## src/rtl/csel_pkg.sv

```systemverilog
package csel_pkg;

    localparam int unsigned SZ_BITS  = 8;
    localparam int unsigned MAX_BLKS = 16;
    localparam int unsigned SZ_VEC   = SZ_BITS * MAX_BLKS;

    // Width of block k, read from a packed list (block 0 in the low byte).
    function automatic int unsigned blk_size(input logic [SZ_VEC-1:0] sizes,
                                             input int unsigned k);
        return int'(sizes[k*SZ_BITS +: SZ_BITS]);
    endfunction

    // Lowest bit position covered by block k.
    function automatic int unsigned blk_base(input logic [SZ_VEC-1:0] sizes,
                                             input int unsigned k);
        int unsigned acc;
        acc = 0;
        for (int unsigned j = 0; j < k; j++) begin
            acc = acc + blk_size(sizes, j);
        end
        return acc;
    endfunction

endpackage

```

## src/rtl/csel_setup.sv

```systemverilog
module csel_setup #(
    parameter int unsigned W = 4
) (
    input  logic [W-1:0] a,
    input  logic [W-1:0] b,
    output logic [W-1:0] prop,
    output logic [W-1:0] gen
);

    always_comb begin
        prop = a ^ b;
        gen  = a & b;
    end

endmodule

```

## src/rtl/csel_ripple.sv

```systemverilog
module csel_ripple #(
    parameter int unsigned W = 4
) (
    input  logic [W-1:0] prop,
    input  logic [W-1:0] gen,
    input  logic         cin,
    output logic [W-1:0] sum,
    output logic         cout
);

    logic [W:0] chain;

    always_comb begin
        chain[0] = cin;
        for (int unsigned i = 0; i < W; i++) begin
            chain[i+1] = gen[i] | (prop[i] & chain[i]);
        end
        sum  = prop ^ chain[W-1:0];
        cout = chain[W];
    end

    // a chain whose every bit propagates passes its carry-in straight out
    always_comb begin
        if (&prop) begin
            a_r5_prop_passes: assert (cout == cin);
        end
    end

    // a chain with neither propagate nor generate anywhere leaves no carry
    always_comb begin
        if (~|(prop | gen)) begin
            a_r1_kill_zero: assert (cout == 1'b0);
        end
    end

endmodule

```

## src/rtl/csel_block.sv

```systemverilog
module csel_block #(
    parameter int unsigned W    = 4,
    parameter bit          DUAL = 1'b1
) (
    input  logic [W-1:0] a,
    input  logic [W-1:0] b,
    input  logic         cin,
    output logic [W-1:0] sum,
    output logic         cout
);

    logic [W-1:0] prop;
    logic [W-1:0] gen;

    csel_setup #(.W(W)) u_setup (
        .a    (a),
        .b    (b),
        .prop (prop),
        .gen  (gen)
    );

    generate
        if (DUAL) begin : g_dual
            logic [W-1:0] sum_h0;
            logic [W-1:0] sum_h1;
            logic         co_h0;
            logic         co_h1;

            csel_ripple #(.W(W)) u_hyp0 (
                .prop (prop),
                .gen  (gen),
                .cin  (1'b0),
                .sum  (sum_h0),
                .cout (co_h0)
            );

            csel_ripple #(.W(W)) u_hyp1 (
                .prop (prop),
                .gen  (gen),
                .cin  (1'b1),
                .sum  (sum_h1),
                .cout (co_h1)
            );

            always_comb begin
                sum  = cin ? sum_h1 : sum_h0;
                cout = cin ? co_h1  : co_h0;
            end

            // assuming a carry-in of 1 can never lose a carry-out
            always_comb begin
                a_r4_hyp_order: assert (!(co_h0 && !co_h1));
            end
        end else begin : g_single
            csel_ripple #(.W(W)) u_chain (
                .prop (prop),
                .gen  (gen),
                .cin  (cin),
                .sum  (sum),
                .cout (cout)
            );
        end
    endgenerate

endmodule

```

## src/rtl/sqrt_csel_adder.sv

```systemverilog
module sqrt_csel_adder #(
    parameter int unsigned           WIDTH = 20,
    parameter int unsigned           NBLK  = 5,
    parameter logic [NBLK*8-1:0]     BLK_W = {8'd6, 8'd5, 8'd4, 8'd3, 8'd2}
) (
    input  logic [WIDTH-1:0] a,
    input  logic [WIDTH-1:0] b,
    input  logic             ci,
    output logic [WIDTH-1:0] sum,
    output logic             co
);

    import csel_pkg::*;

    localparam logic [SZ_VEC-1:0] SIZES = SZ_VEC'(BLK_W);
    localparam int unsigned       TOTAL = blk_base(SIZES, NBLK);

    generate
        if (TOTAL != WIDTH || NBLK > MAX_BLKS) begin : g_bad_partition
            $error("sqrt_csel_adder: block widths do not sum to WIDTH");
        end
    endgenerate

    logic [NBLK:0] sel_c;

    assign sel_c[0] = ci;
    assign co       = sel_c[NBLK];

    generate
        for (genvar k = 0; k < NBLK; k++) begin : g_blk
            localparam int unsigned BW = blk_size(SIZES, k);
            localparam int unsigned LO = blk_base(SIZES, k);

            csel_block #(.W(BW), .DUAL(k != 0)) u_blk (
                .a    (a[LO +: BW]),
                .b    (b[LO +: BW]),
                .cin  (sel_c[k]),
                .sum  (sum[LO +: BW]),
                .cout (sel_c[k+1])
            );
        end
    endgenerate

    // the block chain agrees with a behavioural add
    always_comb begin
        a_r1_sum_exact: assert ({co, sum} ==
            ((WIDTH+1)'(a) + (WIDTH+1)'(b) + (WIDTH+1)'(ci)));
    end

endmodule

```

## config.mk

```make
export PLATFORM = sky130hd
export DESIGN_NAME = sqrt_csel_adder
export DESIGN_NICKNAME = d
export VERILOG_FILES = /design/src/rtl/csel_pkg.sv /design/src/rtl/csel_setup.sv /design/src/rtl/csel_ripple.sv /design/src/rtl/csel_block.sv /design/src/rtl/sqrt_csel_adder.sv
export SDC_FILE = /design/constraint.sdc
export NUM_CORES = 1
export LEC_CHECK = 0
export BUFFER_PORTS_ARGS = -buffer_cell sky130_fd_sc_hd__buf_2
export CAP_MARGIN = 20
export CORE_ASPECT_RATIO = 0.7
export CORE_MARGIN = 5
export CORE_UTILIZATION = 45
export DETAILED_ROUTE_END_ITERATION = 8
export PLACE_DENSITY = 0.81
export SYNTH_ARGS = -nofsm -noshare
export SYNTH_HDL_FRONTEND = slang
export SYNTH_HIERARCHICAL = 1
export SYNTH_SLANG_ARGS = --single-unit
```

## constraint.sdc

```tcl
create_clock -name vclk -period 4.9
set_input_delay 0.98 -clock vclk [all_inputs]
set_output_delay 0.98 -clock vclk [all_outputs]
set_load 0.05 [all_outputs]
```

; Word-level counts from Yosys, hierarchy flattened
; Index checks and enable logic that the tools add are counted.
[totals]
regBits = 0
latchBits = 0
mem_bits_rw = 0
mem_bits_ro = 0
inputBits = 41
word_cells = 91
memories = 0
[classes]
add_sub_neg = 0
n_mul = 0
div = 0
n_lt_le_gt_ge = 0
eq_ne = 0
n_shift = 0
mux = 8
bitwise = 83
reduce_logical = 0
[op_table]
columns = op, n
row1 = 1-bit OR, 34
row2 = 1-bit AND, 30
row3 = 6-bit XOR, 3
row4 = 5-bit XOR, 3
row5 = 4-bit XOR, 3
row6 = 3-bit XOR, 3
row7 = 6-bit AND, 1
row8 = 6-bit two-way mux, 1
row9 = 5-bit AND, 1
row10 = 5-bit two-way mux, 1
row11 = 4-bit AND, 1
row12 = 1-bit two-way mux, 4
row13 = 4-bit two-way mux, 1
row14 = 2-bit XOR, 2
row15 = 3-bit AND, 1
row16 = 3-bit two-way mux, 1
row17 = 2-bit AND, 1

; Longest topological paths before layout
[logic_depth]
word_depth = 13
ltp_mapped = 14
mapped_depth_nobuf = 14

; Modules after synthesis
; Netlist, hierarchy kept.
[modules_own_cells]
columns = mod, n_inst, cells_per_inst, area_per_inst_um2, seq_area_each_um2
row1 = csel_ripple (g_blk[4].u_blk.g_dual.u_hyp0 ...), 2, 12, 112.6, 0.0
row2 = csel_ripple (g_blk[3].u_blk.g_dual.u_hyp0 ...), 2, 10, 93.8, 0.0
row3 = csel_ripple (g_blk[2].u_blk.g_dual.u_hyp0 ...), 2, 8, 75.1, 0.0
row4 = csel_block (g_blk[4].u_blk), 1, 10, 123.9, 0.0
row5 = csel_ripple (g_blk[1].u_blk.g_dual.u_hyp0 ...), 2, 6, 56.3, 0.0
row6 = csel_block (g_blk[3].u_blk), 1, 9, 108.9, 0.0
row7 = csel_setup (g_blk[4].u_blk.u_setup), 1, 6, 75.1, 0.0
row8 = csel_block (g_blk[2].u_blk), 1, 7, 63.8, 0.0
row9 = csel_setup (g_blk[3].u_blk.u_setup), 1, 5, 62.6, 0.0
row10 = csel_block (g_blk[1].u_blk), 1, 6, 52.6, 0.0
row11 = csel_setup (g_blk[2].u_blk.u_setup), 1, 4, 50.0, 0.0
row12 = csel_ripple (g_blk[0].u_blk.g_single.u_chain), 1, 4, 37.5, 0.0
row13 = csel_setup (g_blk[1].u_blk.u_setup), 1, 3, 37.5, 0.0
row14 = csel_setup (g_blk[0].u_blk.u_setup), 1, 2, 25.0, 0.0

; Worst setup path before layout
; Ideal clock, no wire load.
[synth_path]
kind = in2out
start = in a[5]
end = out co
t_arrival_ps = 3983
slack_ps = -63
cell_stages = 14
cell_sequence = ha_1 -> ha_1 -> or2_1 -> ha_1 -> or2_1 -> ha_1 -> or2_1 -> ha_1 -> or2_1 -> mux2_2 -> buf_6 -> mux2_4 -> buf_6 -> mux2_4
[synth_via]
elab_chain_cells = 11
word_cells_on_any_way = 18
cone_classes = mux (3) / bitwise (15)
[synth_rtl]
columns = element, line_no
row1 = "start, declared", sqrt_csel_adder.sv:6  ; input logic [WIDTH-1:0] a,
row2 = 4-bit AND or 4-bit XOR (tied branches), "csel_setup.sv:12, csel_setup.sv:11"
row3 = 1-bit OR *, csel_ripple.sv:16  ; chain[i+1] = gen[i] | (prop[i] & chain[i]);
row4 = 1-bit AND *, csel_ripple.sv:16
row5 = 1-bit OR *, csel_ripple.sv:16
row6 = 1-bit AND *, csel_ripple.sv:16
row7 = 1-bit OR *, csel_ripple.sv:16
row8 = 1-bit AND *, csel_ripple.sv:16
row9 = 1-bit OR *, csel_ripple.sv:16
row10 = via g_blk[2].u_blk.g_dual.co_h1, csel_block.sv:27  ; logic co_h1;
row11 = 1-bit two-way mux *, csel_block.sv:47  ; cout = cin ? co_h1 : co_h0;
row12 = via sel_c[3], sqrt_csel_adder.sv:24  ; logic [NBLK:0] sel_c;
row13 = 1-bit two-way mux *, csel_block.sv:47
row14 = via sel_c[4], sqrt_csel_adder.sv:24
row15 = 1-bit two-way mux *, csel_block.sv:47
row16 = "end, declared", sqrt_csel_adder.sv:10  ; output logic co
; Mark *: on every way through the listed nets, which the timed path passes. The rest lies on a longest branch.

; Final worst setup path
[layout_path]
start = in a[14]
end = out co
[layout_via]
elab_chain_cells = 13
word_cells_on_any_way = 24
cone_classes = mux (1) / bitwise (23)
[layout_rtl]
columns = element, line_no
row1 = 6-bit XOR, csel_setup.sv:11  ; prop = a ^ b;
row2 = via g_blk[4].u_blk.prop[0], csel_block.sv:12  ; logic [W-1:0] prop;
row3 = 1-bit OR, csel_ripple.sv:16
row4 = 1-bit AND, csel_ripple.sv:16
row5 = 1-bit OR, csel_ripple.sv:16
row6 = 1-bit AND, csel_ripple.sv:16
row7 = 1-bit OR, csel_ripple.sv:16
row8 = 1-bit AND, csel_ripple.sv:16
row9 = 1-bit OR, csel_ripple.sv:16
row10 = 1-bit AND, csel_ripple.sv:16
row11 = 1-bit OR, csel_ripple.sv:16
row12 = 1-bit AND, csel_ripple.sv:16
row13 = 1-bit OR, csel_ripple.sv:16
row14 = via g_blk[4].u_blk.g_dual.co_h1, csel_block.sv:27
row15 = 1-bit two-way mux, csel_block.sv:47
; The timed path passes the listed nets, and every way through them passes these cells.

==> impl.org <==
** STA
- Min Hold Slack :: 2.40 ns
- Setup TNS :: -0.217 ns
- The max-slew violation count is 0.
- The worst path uses 101% of the clock period.
- Setup violations remaining at the end of the flow were counted as 7.
- Post-layout worst setup margin :: -0.0395 ns
- Fmax :: 0.202 GHz
- Setup repair after global routing could not meet its margin everywhere.
- The worst path in the final design needs a cycle of 4.94 ns, including I/O delays and setup.
- Final Hold Violating Endpoints :: 0

** Placement
- Buffers placed on the I/O ports in this run total 62.
- Half-perimeter wire length of the detailed placement result :: about 2.3 mm
- Routability-driven placement congestion ratio :: between 0.7 and 0.8
- Once placement finished, the instance area stood at 0.00170 mm^2.
- Timing analysis after detailed placement gives a worst setup slack of -0.270 ns.

** Min path
- Hold_sp :: ci
- The path with the worst hold slack has its endpoint at sum[0].
- Cells on Worst Hold Path :: 3
- Hold WC Path Type :: in -> out

** Cells and area
- The area growth from synthesis to layout is 41.2%.
- The number of antenna diodes in the final layout is 0.
- Flip-flop and latch count :: 0
- In the finished layout, the clock tree contains a buffer count of 0.
- Layout Nets :: around 300
- Sequential cell area :: 0 um^2
- Post-route cell area :: 0.00185 mm^2
- Share of layout cells above drive strength 1 :: 53.9%

** Drt
- Detailed-route via count :: 1085
- Dividing the detail-routed via count by the number of cells gives 4.78.
- The first routing iteration left 0 violations.
- For this run, the detailed router's first-pass iteration total came to 1.
- The routed design has roughly 2.5 mm of wire.
- DR DRC count :: 0
- After detailed routing, the average wire length per cell comes to approximately 11 um.
- In this run the remaining antenna-violating nets after routing total 0.

** Power
- The internal power of the cells totals roughly 200 uW.
- Overall power :: about 470 uW
- Per report_power, the combinational group accounts for 100.0% of the total.
- Per report_power, the sequential group accounts for 0% of the total.
- Worst vdd ir :: around 0.00017 V
- Total power density per cell area :: 254 mW/mm^2
- Net switching is 58.6% of the power.
- Leakage power :: slightly above 1 nW
- Total net switching power :: around 280 uW
- Clk pwr share :: 0%

** Setup path
- The signal on the critical path passes through buf_2, ha_4, ha_2, or2_1, ha_2, or2_1, ha_1, or2_1, ha_1, or2_1, ha_2, or2_1, ha_1, or2_1, mux2_4, buf_8.
- Data arrives at the worst endpoint at around 4 ns.
- Required arrival time at the worst endpoint :: ~4 ns
- The critical path is of the in -> out type.
- By instance count, the cell type seen most on the critical path is sky130_fd_sc_hd__or2_1.
- STA classifies the critical path endpoint as an output pin.
- The worst setup path is launched from a primary input.
- Highest-delay cell along the critical path :: sky130_fd_sc_hd__mux2_4
- Peak fanout along the critical path :: 2
- The largest single stage delay on the critical path is roughly 0.27 ns.

** Floorplanning
- The core region is between 0.002 and 0.003 mm^2.
- The floorplan has 16 rows.
- The die is between 50 and 60 um tall.
- Overall die width :: 74.6 um
- The floorplan step defined a die boundary enclosing between 0.004 and 0.005 mm^2.
- I/O pin count :: between 60 and 70
- Initial Utilization :: 46.8%

** CTS
- In this run the post-CTS setup repair buffer count came out at 0.
- Hold repair after CTS inserted 0 buffers.

** Job
- Max-cap violations in this run came to 0.

** Status
- The flow ran to the end, but the final reports show violations.
- Failing checks :: setup timing

** Synthesis
- Dividing the synthesized area by the synthesized cell count gives around 10 um^2.
- Area share of the leading cell type in the synthesized netlist :: between 50% and 60%
- Biggest area contributors in the synthesized netlist :: sky130_fd_sc_hd__ha_1, sky130_fd_sc_hd__or2_1, sky130_fd_sc_hd__mux2_4
- Biggest area consumer among synthesized cells :: sky130_fd_sc_hd__ha_1
- Cell count after synthesis :: ~130
- The cell area that synthesis handed to floorplanning was 0.00131 mm^2.
- Most common library cells after synthesis :: sky130_fd_sc_hd__ha_1, sky130_fd_sc_hd__or2_1, sky130_fd_sc_hd__mux2_4
- Count of cell types in the netlist :: 6
- Counting every net in the synthesized netlist gives 227.
- During synthesis, Yosys emitted a total of 6 warnings.
- Sequential area share after synthesis :: 0%
- Most used standard cell by instance count after synthesis :: sky130_fd_sc_hd__ha_1

** Global routing
- The number of global-route vias before repair is roughly 1100.
- Number of antenna violations at the first check in global routing :: 0
- Remaining Overflow, GRT :: 0
- Entering global routing, the biggest net connects 8 pins.
- Global-route wire length before repair :: roughly 4.2 mm
- For this run, the total global-route usage over all layers was measured as approximately an eighth.
layout make-up:
class                           instances  area [um^2]
Timing Repair Buffer                   65          410
Multi-Input combinational cell        126         1400
Fill cell                             234          950
Tap cell                               36         45.0
power groups by stage:
stage / Combinational (mW) / Sequential (mW) / Clock, mW
2_1_floorplan: 0.350 / 0 / 0
3_3_place_gp: 0.426 / 0 / 0
3_5_place_dp: 0.433 / 0 / 0
4_1_cts: 0.471 / 0 / 0
5_1_grt: 0.512 / 0 / 0
6_report: 0.471 / 0 / 0
stage by stage:
stage	util (%)	cells
after floorplan	-	128
after global placement	60.7	227
after detailed placement	60.7	227
after CTS	64.7	227
after global routing	66.1	227
final	66.1	227
layer usage:
layer	wire [um]	part of all wire (%)	up-vias	GRT usage, %
met5	0	0	-	0
met4	0	0	0	0
met3	198	8.0	0	1.62
met2	1320	53	29	28.3
met1	962	39	482	13.4
li1	-	-	574	-
how the worst max path moves through the flow:
stage | slack [ns] | end | start
4_1_cts | -0.11 | sum[15] | b[9]
3_3_place_gp | -0.26 | sum[15] | a[9]
2_1_floorplan | 0.03 | co | a[5]
5_1_grt | -0.16 | sum[19] | b[5]
6_report | -0.04 | co | a[14]
3_5_place_dp | -0.27 | sum[15] | a[9]
logic make-up (layout without fill, tap and decap cells):
| logic type | after synthesis | count (layout) | synth area share [%] |
|---|---|---|---|
| adder cells (fa/ha/maj) | 58 | 58 | 55.3 |
| AND/OR/NAND/NOR | 38 | 38 | 18.1 |
| multiplexers | 22 | 22 | 22.6 |
| other | 8 | 8 | 2.29 |
| buffers and inverters | 2 | 65 | 1.72 |
layout by cell type, fill, tap and decap left out:
| master | synthesis | routed |
|---|---|---|
| sky130_fd_sc_hd__ha_2 | 0 | 10 |
| sky130_fd_sc_hd__buf_8 | 0 | 4 |
| sky130_fd_sc_hd__mux2_2 | 9 | 7 |
| sky130_fd_sc_hd__or2_1 | 38 | 38 |
| sky130_fd_sc_hd__ha_4 | 0 | 6 |
| sky130_fd_sc_hd__conb_1 | 8 | 8 |
| sky130_fd_sc_hd__buf_6 | 2 | 6 |
| sky130_fd_sc_hd__mux2_4 | 13 | 15 |
| sky130_fd_sc_hd__ha_1 | 58 | 42 |
| sky130_fd_sc_hd__buf_2 | 0 | 52 |
| sky130_fd_sc_hd__buf_4 | 0 | 3 |
critical path, delay by kind of cell:
family | cells | cell delay (ns)
simple gates | 6 | 1.25
fa+ha+maj | 7 | 1.21
mux | 1 | 0.27
buf+inv | 2 | 0.26
what timing repair did:
action / 4_1_cts / 5_1_grt
pin swaps: 14 / 13
gates resized for setup: 28 / 9
setup endpoints to repair: 7 / 12
hold endpoints to repair: 0 / 0
Note: power is estimated with default switching activity, not from simulation.
